--- src/rtl/cfg_port_pkg.sv ---
package cfg_port_pkg;
  localparam int unsigned DW      = 32;
  localparam int unsigned BUS_W   = 8;
  localparam int unsigned DEV_W   = 5;
  localparam int unsigned FUNC_W  = 3;
  localparam int unsigned REG_W   = 6;
  localparam int unsigned FIELD_W = BUS_W + DEV_W + FUNC_W + REG_W;  // bits 23:2

  typedef enum logic [1:0] {
    XS_IDLE,
    XS_REQ,
    XS_RSP
  } xact_state_e;

  // byte, aligned halfword or full dword only
  function automatic logic lanes_ok(input logic [3:0] be);
    case (be)
      4'b0001, 4'b0010, 4'b0100, 4'b1000,
      4'b0011, 4'b1100, 4'b1111: lanes_ok = 1'b1;
      default:                   lanes_ok = 1'b0;
    endcase
  endfunction
endpackage

--- src/rtl/cfg_io_decode.sv ---
module cfg_io_decode #(
  parameter int unsigned       IO_AW     = 16,
  parameter logic [IO_AW-1:0]  ADDR_PORT = 16'hCF8,
  parameter logic [IO_AW-1:0]  DATA_PORT = 16'hCFC
) (
  input  logic             req_i,
  input  logic [IO_AW-1:2] waddr_i,
  input  logic [3:0]       be_i,
  output logic             addr_full_o,
  output logic             addr_part_o,
  output logic             data_o,
  output logic             lanes_ok_o
);
  import cfg_port_pkg::*;

  logic at_addr, at_data;

  assign at_addr     = (waddr_i == ADDR_PORT[IO_AW-1:2]);
  assign at_data     = (waddr_i == DATA_PORT[IO_AW-1:2]);
  assign addr_full_o = req_i && at_addr && (be_i == 4'b1111);
  assign addr_part_o = req_i && at_addr && (be_i != 4'b1111);
  assign data_o      = req_i && at_data;
  assign lanes_ok_o  = lanes_ok(be_i);
endmodule

--- src/rtl/cfg_addr_reg.sv ---
module cfg_addr_reg
  import cfg_port_pkg::*;
(
  input  logic               clk_i,
  input  logic               rst_ni,
  input  logic               wr_i,
  input  logic               en_i,
  input  logic [FIELD_W-1:0] fld_i,
  output logic               en_o,
  output logic [DW-1:0]      addr_o,
  output logic [BUS_W-1:0]   bus_o,
  output logic [DEV_W-1:0]   dev_o,
  output logic [FUNC_W-1:0]  func_o,
  output logic [REG_W-1:0]   reg_o
);
  logic               en_q;
  logic [FIELD_W-1:0] fld_q;

  always_ff @(posedge clk_i or negedge rst_ni) begin
    if (!rst_ni) begin
      en_q  <= 1'b0;
      fld_q <= '0;
    end else if (wr_i) begin
      en_q  <= en_i;
      fld_q <= fld_i;
    end
  end

  assign en_o   = en_q;
  assign addr_o = {en_q, 7'b0, fld_q, 2'b00};
  assign {bus_o, dev_o, func_o, reg_o} = fld_q;
endmodule

--- src/rtl/cfg_xact_fsm.sv ---
module cfg_xact_fsm
  import cfg_port_pkg::*;
(
  input  logic              clk_i,
  input  logic              rst_ni,
  input  logic              start_i,
  input  logic              local_i,
  input  logic [DW-1:0]     local_rdata_i,
  input  logic              we_i,
  input  logic [BUS_W-1:0]  bus_i,
  input  logic [DEV_W-1:0]  dev_i,
  input  logic [FUNC_W-1:0] func_i,
  input  logic [REG_W-1:0]  reg_i,
  input  logic [3:0]        be_i,
  input  logic [DW-1:0]     wdata_i,
  output logic              busy_o,
  output logic              ack_o,
  output logic [DW-1:0]     rdata_o,
  output logic              cfg_req_o,
  input  logic              cfg_ready_i,
  output logic              cfg_we_o,
  output logic [BUS_W-1:0]  cfg_bus_o,
  output logic [DEV_W-1:0]  cfg_dev_o,
  output logic [FUNC_W-1:0] cfg_func_o,
  output logic [REG_W-1:0]  cfg_reg_o,
  output logic [3:0]        cfg_be_o,
  output logic [DW-1:0]     cfg_wdata_o,
  input  logic              cfg_rsp_valid_i,
  input  logic [DW-1:0]     cfg_rsp_data_i,
  input  logic              cfg_rsp_err_i
);
  xact_state_e state_q;

  always_ff @(posedge clk_i or negedge rst_ni) begin
    if (!rst_ni) begin
      state_q     <= XS_IDLE;
      ack_o       <= 1'b0;
      rdata_o     <= '0;
      cfg_we_o    <= 1'b0;
      cfg_bus_o   <= '0;
      cfg_dev_o   <= '0;
      cfg_func_o  <= '0;
      cfg_reg_o   <= '0;
      cfg_be_o    <= '0;
      cfg_wdata_o <= '0;
    end else begin
      ack_o <= 1'b0;
      case (state_q)
        XS_IDLE: begin
          if (start_i) begin
            state_q     <= XS_REQ;
            cfg_we_o    <= we_i;
            cfg_bus_o   <= bus_i;
            cfg_dev_o   <= dev_i;
            cfg_func_o  <= func_i;
            cfg_reg_o   <= reg_i;
            cfg_be_o    <= be_i;
            cfg_wdata_o <= wdata_i;
          end else if (local_i) begin
            ack_o   <= 1'b1;
            rdata_o <= local_rdata_i;
          end
        end
        XS_REQ: if (cfg_ready_i) state_q <= XS_RSP;
        XS_RSP: begin
          if (cfg_rsp_valid_i) begin
            state_q <= XS_IDLE;
            ack_o   <= 1'b1;
            if (cfg_we_o)           rdata_o <= '0;
            else if (cfg_rsp_err_i) rdata_o <= '1;
            else                    rdata_o <= cfg_rsp_data_i;
          end
        end
        default: state_q <= XS_IDLE;
      endcase
    end
  end

  assign cfg_req_o = (state_q == XS_REQ);
  assign busy_o    = (state_q != XS_IDLE);

  AST_REQ_HOLD: assert property (@(posedge clk_i) disable iff (!rst_ni)
    (cfg_req_o && !cfg_ready_i) |=> (cfg_req_o && $stable({cfg_we_o, cfg_bus_o, cfg_dev_o,
      cfg_func_o, cfg_reg_o, cfg_be_o, cfg_wdata_o})));
  AST_ACK_AFTER_RSP: assert property (@(posedge clk_i) disable iff (!rst_ni)
    (state_q == XS_RSP && cfg_rsp_valid_i) |=> ack_o);
  AST_REQ_LANES: assert property (@(posedge clk_i) disable iff (!rst_ni)
    cfg_req_o |-> lanes_ok(cfg_be_o));
endmodule

--- src/rtl/cfg_port_decoder.sv ---
module cfg_port_decoder
  import cfg_port_pkg::*;
#(
  parameter int unsigned      IO_AW     = 16,
  parameter logic [IO_AW-1:0] ADDR_PORT = 16'hCF8,
  parameter logic [IO_AW-1:0] DATA_PORT = 16'hCFC
) (
  input  logic             clk_i,
  input  logic             rst_ni,
  input  logic             io_req_i,
  input  logic             io_we_i,
  input  logic [IO_AW-1:2] io_waddr_i,
  input  logic [3:0]       io_be_i,
  input  logic [31:0]      io_wdata_i,
  output logic             io_hit_o,
  output logic             io_ack_o,
  output logic [31:0]      io_rdata_o,
  output logic             cfg_req_o,
  input  logic             cfg_ready_i,
  output logic             cfg_we_o,
  output logic [7:0]       cfg_bus_o,
  output logic [4:0]       cfg_dev_o,
  output logic [2:0]       cfg_func_o,
  output logic [5:0]       cfg_reg_o,
  output logic [3:0]       cfg_be_o,
  output logic [31:0]      cfg_wdata_o,
  input  logic             cfg_rsp_valid_i,
  input  logic [31:0]      cfg_rsp_data_i,
  input  logic             cfg_rsp_err_i
);
  logic addr_full, addr_part, data_hit, lanes_ok_w;
  logic busy, accept, en;
  logic start, local_done;
  logic [DW-1:0] addr_val, local_rdata;
  logic [BUS_W-1:0]  r_bus;
  logic [DEV_W-1:0]  r_dev;
  logic [FUNC_W-1:0] r_func;
  logic [REG_W-1:0]  r_reg;

  cfg_io_decode #(
    .IO_AW(IO_AW), .ADDR_PORT(ADDR_PORT), .DATA_PORT(DATA_PORT)
  ) u_dec (
    .req_i(io_req_i), .waddr_i(io_waddr_i), .be_i(io_be_i),
    .addr_full_o(addr_full), .addr_part_o(addr_part),
    .data_o(data_hit), .lanes_ok_o(lanes_ok_w)
  );

  assign accept = !busy && (addr_full || data_hit);

  cfg_addr_reg u_areg (
    .clk_i, .rst_ni,
    .wr_i(accept && addr_full && io_we_i),
    .en_i(io_wdata_i[31]), .fld_i(io_wdata_i[23:2]),
    .en_o(en), .addr_o(addr_val),
    .bus_o(r_bus), .dev_o(r_dev), .func_o(r_func), .reg_o(r_reg)
  );

  assign start       = accept && data_hit && en && lanes_ok_w;
  assign local_done  = accept && !start;
  assign local_rdata = (addr_full && !io_we_i) ? addr_val :
                       addr_full               ? '0 : '1;

  cfg_xact_fsm u_fsm (
    .clk_i, .rst_ni,
    .start_i(start), .local_i(local_done), .local_rdata_i(local_rdata),
    .we_i(io_we_i), .bus_i(r_bus), .dev_i(r_dev), .func_i(r_func), .reg_i(r_reg),
    .be_i(io_be_i), .wdata_i(io_wdata_i),
    .busy_o(busy), .ack_o(io_ack_o), .rdata_o(io_rdata_o),
    .cfg_req_o, .cfg_ready_i, .cfg_we_o, .cfg_bus_o, .cfg_dev_o,
    .cfg_func_o, .cfg_reg_o, .cfg_be_o, .cfg_wdata_o,
    .cfg_rsp_valid_i, .cfg_rsp_data_i, .cfg_rsp_err_i
  );

  assign io_hit_o = addr_full || data_hit;

  AST_NO_REQ_DISABLED: assert property (@(posedge clk_i) disable iff (!rst_ni)
    $rose(cfg_req_o) |-> $past(en));
  AST_PARTIAL_NO_UPDATE: assert property (@(posedge clk_i) disable iff (!rst_ni)
    addr_part |=> $stable(addr_val));
  AST_BUSY_IGNORE: assert property (@(posedge clk_i) disable iff (!rst_ni)
    (busy && io_req_i) |=> $stable(addr_val));
  AST_ADDR_LOW_ZERO: assert property (@(posedge clk_i) disable iff (!rst_ni)
    (io_ack_o && !cfg_req_o) |-> (addr_val[1:0] == 2'b00));
endmodule

--- config.mk ---
export PLATFORM = sky130hd
export DESIGN_NAME = cfg_port_decoder
export DESIGN_NICKNAME = d
export VERILOG_FILES = /design/src/rtl/cfg_port_pkg.sv /design/src/rtl/cfg_io_decode.sv /design/src/rtl/cfg_addr_reg.sv /design/src/rtl/cfg_xact_fsm.sv /design/src/rtl/cfg_port_decoder.sv
export SDC_FILE = /design/constraint.sdc
export NUM_CORES = 1
export LEC_CHECK = 0
export BUFFER_PORTS_ARGS = -buffer_cell sky130_fd_sc_hd__buf_2
export CAP_MARGIN = 40
export CORE_MARGIN = 2
export CORE_UTILIZATION = 46
export CTS_BUF_LIST = sky130_fd_sc_hd__clkbuf_8
export DETAILED_ROUTE_END_ITERATION = 10
export MAX_ROUTING_LAYER = met4
export PLACE_DENSITY = 0.78
export SYNTH_ARGS = -nofsm -noshare
export SYNTH_HDL_FRONTEND = slang
export SYNTH_SLANG_ARGS = --single-unit
--- constraint.sdc ---
create_clock -name clk_i -period 2.1 [get_ports clk_i]
set_clock_uncertainty 0.1 [all_clocks]
set_input_delay 0.21 -clock clk_i [delete_from_list [all_inputs] [get_ports clk_i]]
set_output_delay 0.21 -clock clk_i [all_outputs]
set_load 0.05 [all_outputs]
# Yosys cells after proc, flatten, opt, wreduce, memory -nomap -nowiden
# Index checks and enable logic that the tools add are counted.
# op_classes
n_eq_ne,16
mux,17
reduce_logical,22
# ops
op,count
$mux W32,7
$pmux W32 S2,1
$eq A14 B10 Y1 const B,2
$eq A4 B4 Y1 const B,3
$logic_and A1 B1 Y1,11
$eq A4 B2 Y1 const B,2
$ne A2 B2 Y1 const B,4
$reduce_or A7 Y1,1
$mux W2,3
$pmux W2 S3,1
$eq A4 B1 Y1 const B,1
$eq A4 B3 Y1 const B,1
$mux W1,4
$reduce_and A4 Y1,1
$reduce_bool A2 Y1,2
$logic_not A1 Y1,3
$reduce_and A3 Y1,1
$eq A2 B1 Y1 const B,1
$eq A2 B2 Y1 const B,1
$logic_not A2 Y1,1
$ne A2 B1 Y1 const B,1
$pmux W1 S2,1
$reduce_and A2 Y1,1
$logic_or A1 B1 Y1,1
# word_totals
register_bits,117
input_bits,89
out_inout_bits,94
wordCells,67

# Depth between registers and ports, before layout
# depth
ltp_word,13
ltp_mapped,7
ltp_nobuf,5

# By module
# From an unflattened synthesis, not the netlist that was laid out.
# unflattened
hier_cells,457
area_unflattened_um2,5441.5
# by_module_without_submodules
mod,n_inst,cells_each,area_each_um2,seq_area_each_um2
cfg_xact_fsm,1,284,3860.0,2352.3
cfg_addr_reg,1,81,1101.1,575.6
cfg_port_decoder,1,75,342.8,0.0
cfg_io_decode,1,17,137.6,0.0

# Worst setup path after synthesis
# Ideal clock, no wire load.
# synth_path
path_kind,input-to-reg
from,input io_waddr_i[9] (netlist name)
to,register u_fsm.rdata_o[10]
setup_time_ps,125
t_arrival_ps,2023
required_time_ps,1875
setup_slack_ps,-147
cell_stages,6
path_buffers,1
cell_sequence,or4b_1 -> nor4_4 -> nand3_2 -> o21ai_4 -> buf_6 -> mux2_2
# synth_between
elab_chain_cells,12
word_cells_on_any_way,21
cone_classes,eq/ne: 4; mux: 5; reduce/logical: 12
# synth_rtl
item,line_no,rtl
"start, declared",cfg_port_decoder.sv:12,"input logic [IO_AW-1:2] io_waddr_i,"
$eq A14 B10 Y1,cfg_io_decode.sv:18,assign at_addr = (waddr_i == ADDR_PORT[IO_AW-1:2]);
$logic_and A1 B1 Y1 (2 in series),cfg_io_decode.sv:20,assign addr_full_o = req_i && at_addr && (be_i == 4'b1111);
$logic_or A1 B1 Y1,cfg_port_decoder.sv:48,assign accept = !busy && (addr_full || data_hit);
$logic_and A1 B1 Y1,cfg_port_decoder.sv:48,
$logic_and A1 B1 Y1 (3 in series),cfg_port_decoder.sv:58,assign start = accept && data_hit && en && lanes_ok_w;
$logic_not A1 Y1,cfg_port_decoder.sv:59,assign local_done = accept && !start;
$logic_and A1 B1 Y1,cfg_port_decoder.sv:59,
$ne A2 B2 Y1 (no source line),n/a,
$reduce_and A4 Y1 (no source line),n/a,
"end signal, assigned",cfg_xact_fsm.sv:61,rdata_o <= local_rdata_i;
"end signal, assigned",cfg_xact_fsm.sv:71,else rdata_o <= cfg_rsp_data_i;
"end, declared",cfg_xact_fsm.sv:18,"output logic [DW-1:0] rdata_o,"
# Parallel ways exist; a longest one is shown, timed or not. The select of a mux whose other input is x is not followed.
# A chain may end at the register's enable or synchronous reset.

# Worst setup path after layout
# layout_path
from,input io_be_i[3]
to,register u_fsm.cfg_wdata_o[17]
# layout_between
elab_chain_cells,8
word_cells_on_any_way,16
cone_classes,eq/ne: 7; mux: 1; reduce/logical: 8
# layout_rtl
item,line_no,rtl
"start, declared",cfg_port_decoder.sv:13,"input logic [3:0] io_be_i,"
$eq A4 B4 Y1,"cfg_port_pkg.sv:17, cfg_io_decode.sv:20",
$logic_and A1 B1 Y1,cfg_io_decode.sv:20,
$logic_or A1 B1 Y1,cfg_port_decoder.sv:48,
$logic_and A1 B1 Y1,cfg_port_decoder.sv:48,
$logic_and A1 B1 Y1 (2 in series),cfg_port_decoder.sv:58,
$logic_and A1 B1 Y1 *,cfg_port_decoder.sv:58,
$reduce_and A2 Y1 (no source line) *,n/a,
"end signal, assigned",cfg_xact_fsm.sv:58,cfg_wdata_o <= wdata_i;
"end, declared",cfg_xact_fsm.sv:27,"output logic [DW-1:0] cfg_wdata_o,"
# Every way passes the cells marked *; elsewhere a longest branch is shown, timed or not.

==> impl_metrics.tcl <==
set metrics [dict create \
    met1_length_mm 5.478 \
    fp.dieArea_um2 11640 \
    tns_ns 0 \
    rows 37 \
    drc 0 \
    ir_worst_vdd_mv 0.4422 \
    power_frac_clock_pct 42.1 \
    h-tree-depth 4 \
    fmax_ghz 0.4778 \
    drt_pass1_iterations 4 \
    clk_path_buf_depth 2 \
    hold_path_class "in2reg" \
    route.met3.wl_um 579 \
    synth_top_family_by_area "multiplexers" \
    grt_overflow 0 \
    synth_nets 460 \
    relSlewSlack_pct 56.19 \
    cts_tree "done" \
    cts_num_sinks 117 \
    status "completed" \
    core_um2 10420 \
    top_layer_used "met4" \
    grt_usage_pct 23.23 \
    async_flop_share_pct 100.0 \
    required_ns 2.30 \
    yosys_warnings 0 \
    ios 183 \
    num_vias 3938 \
    drt_iter0_markers 170 \
    syn_area_um2 4964 \
    final_cells 759 \
    die_x_um 107.9 \
    fin_nets 699 \
    synthXorXnorAreaFrac_pct 0 \
    wirelength_mm 13.20 \
    ant_nets 0 \
    synth_compound_area_share_pct 4.512 \
    synth.area.mux_share_pct 25.86 \
    numPortBuffers 182 \
    hpwl_mm 8.609 \
    p_int_mw 3.821 \
    grt_pass1_wl_mm 20.04 \
    detail_route.wl_per_cell_um 17.39 \
    period_needed_ns 2.093 \
    gp_congestion 0.7820 \
    path_class "in2reg" \
    multiInputGateArea_um2 1917 \
    fill_cells 783 \
    swShare_pct 25.89 \
    diodes 0 \
    synth.distinct_cells 28 \
    cp-end-kind "register" \
    place_inst 681 \
    synth-seq-area-share_pct 58.99 \
    drive_gt1_share_pct 56.50 \
    crit_fanout 26 \
    antenna_found_initial 0 \
    ys.flop_type "dfrtp_1" \
    ys_ff_latch 117 \
    synthAdderAreaFrac_pct 0 \
    clk_latency_ns 0.42 \
    p_per_area_nw_per_um2 728.5 \
    pwr-share-comb_pct 12.2 \
    cp-start-kind "input pin" \
    yosys.area_share.simple_pct 7.764 \
    power.leakage_nw 3.690 \
    post-route-period-util_pct 99.66 \
    grt_max_degree 68 \
    ff_latch_area_um2 2928 \
    synthToLayoutAreaGrowth_pct 42.60 \
    numCtsBuffers 17 \
    p_sw_mw 1.335 \
    viasPerCell 5.188 \
    maxCapViolCount 0 \
    layout_commonest_cell "buf_2" \
    worst_pin_slew_ns 0.6565 \
    synth_edf_count 0 \
    met2WireLength_mm 6.828 \
    slew_viol_final 0 \
    mostFrequentLayoutCells "181 x buf_2, 117 x dfrtp_1, 111 x mux2_2" \
    rsz0062_at_grt "yes" \
    start_util_pct 47.65 \
    clk_pin_slew_ns 0.07 \
    root_buffer "clkbuf_8" \
    pwr-share-seq_pct 45.8 \
    grt_pass1_vias 4161 \
    syn_avg_cell_area_um2 13.38 \
    hold_viol_final 0 \
    die_h_um 107.9 \
    finalSetupViolCount 0 \
    postSynthCellCount 371 \
    cp.arrival_ns 2.29 \
]
cell type report:
cell class                      instances  area share [%]
Multi-Input combinational cell        230           27.08
Sequential cell                       117           41.36
Clock buffer                           21           4.083
Tap cell                              136           2.404
Timing Repair Buffer                  243           23.14
Clock inverter                         11           1.874
Inverter                                1         0.05303
metrics by stage:
| step | hold WS [ns] | utilization [%] | power (mW) | cell area (µm²) | worst slack [ns] |
|---|---|---|---|---|---|
| 2_1_floorplan | -0.1856 | - | 2.722 | 4967 | -0.01102 |
| 3_3_place_gp | 0.01408 | 58.67 | 2.955 | 6111 | -0.1676 |
| 3_5_place_dp | 0.01271 | 58.81 | 2.972 | 6126 | -0.2087 |
| 4_1_cts | 0.02302 | 66.80 | 5.202 | 6958 | 0.005836 |
| 5_1_grt | 0.02511 | 67.95 | 5.358 | 7078 | -0.02581 |
| 6_report | 0.04328 | 67.95 | 5.156 | 7078 | 0.007236 |
synth_stat cells, types with 2 or more instances:
library cell | number | share of area [%]
nand2_1 | 36 | 2.7
and3_1 | 2 | 0.25
dfrtp_1 | 117 | 59
mux2_1 | 2 | 0.45
nor2b_1 | 2 | 0.25
buf_4 | 6 | 0.91
clkbuf_1 | 8 | 0.61
o21ai_0 | 34 | 3.4
mux2_2 | 112 | 25
buf_6 | 3 | 0.68
nand3_1 | 23 | 2.3
a21o_1 | 2 | 0.30
buf_2 | 6 | 0.61
nor2_1 | 4 | 0.30
worst max-delay path, stage by stage:
cell and delay, ns:
dlygate4sd3_1 0.53, buf_2 0.11, nor2_1 0.06, or3_1 0.32
a31oi_2 0.21, and3_4 0.28, buf_12 0.20, mux2_2 0.36
power by group through the flow:
stage	Sequential (mW)	Clock [mW]	Combinational [mW]
after global routing	2.36	2.33	0.662
after floorplan	2.64	0	0.0778
after CTS	2.36	2.21	0.629
after detailed placement	2.40	0	0.571
after global placement	2.40	0	0.558
final	2.36	2.17	0.627
logic make-up (layout without fill, tap and decap cells):
group | count (synthesis) | count (layout)
AO/OA/AOI/OAI | 40 | 40
buffers and inverters | 24 | 276
flip-flops | 117 | 117
multiplexers | 114 | 114
AND/OR/NAND/NOR | 76 | 76
sequential cells by signal, summed over array words and instances, names as in the netlist:
| register | cells |
|---|---|
| u_fsm.cfg_reg_o | 6 |
| u_fsm.rdata_o | 32 |
| u_fsm.cfg_be_o | 4 |
| u_areg.en_o | 1 |
| u_fsm.cfg_func_o | 3 |
| u_fsm.cfg_wdata_o | 32 |
| u_fsm.cfg_dev_o | 5 |
| u_fsm.ack_o | 1 |
| u_fsm.cfg_bus_o | 8 |
| u_fsm.cfg_we_o | 1 |
| u_areg.fld_q | 22 |
| u_fsm.state_q | 2 |
path summary, 6_finish.rpt:
path                                          from               endpoint  slack [ns]  depth (start not counted)
max in group asynchronous                   rst_ni     u_fsm.cfg_reg_o[0]        1.09                          3
worst min-delay path            cfg_rsp_data_i[27]      u_fsm.rdata_o[27]        0.04                          4
worst max-delay path                    io_be_i[3]  u_fsm.cfg_wdata_o[17]       0.007                          8
worst min register to register   u_fsm.rdata_o[28]      u_fsm.rdata_o[28]        0.40                          1
min in group asynchronous                   rst_ni            u_fsm.ack_o        0.11                          2
worst max register to register    u_fsm.state_q[1]  u_fsm.cfg_wdata_o[17]        0.17                          6
what timing repair did:
| item | 4_1_cts | 5_1_grt |
|---|---|---|
| endpoints found under the hold margin | 179 | 0 |
| resized for setup | 0 | 4 |
| setup endpoints to repair | 0 | 54 |
| buffers inserted | 0 | 1 |
| hold buffers | 41 | 0 |
metal layers:
layer  up-vias  global-route usage, %
met2       137                  38.90
met3        31                  4.722
met1      1979                  27.32
li1       1791                      -
met4         0                  9.890
met5         -                      -
(Power assumes the default switching activity.)
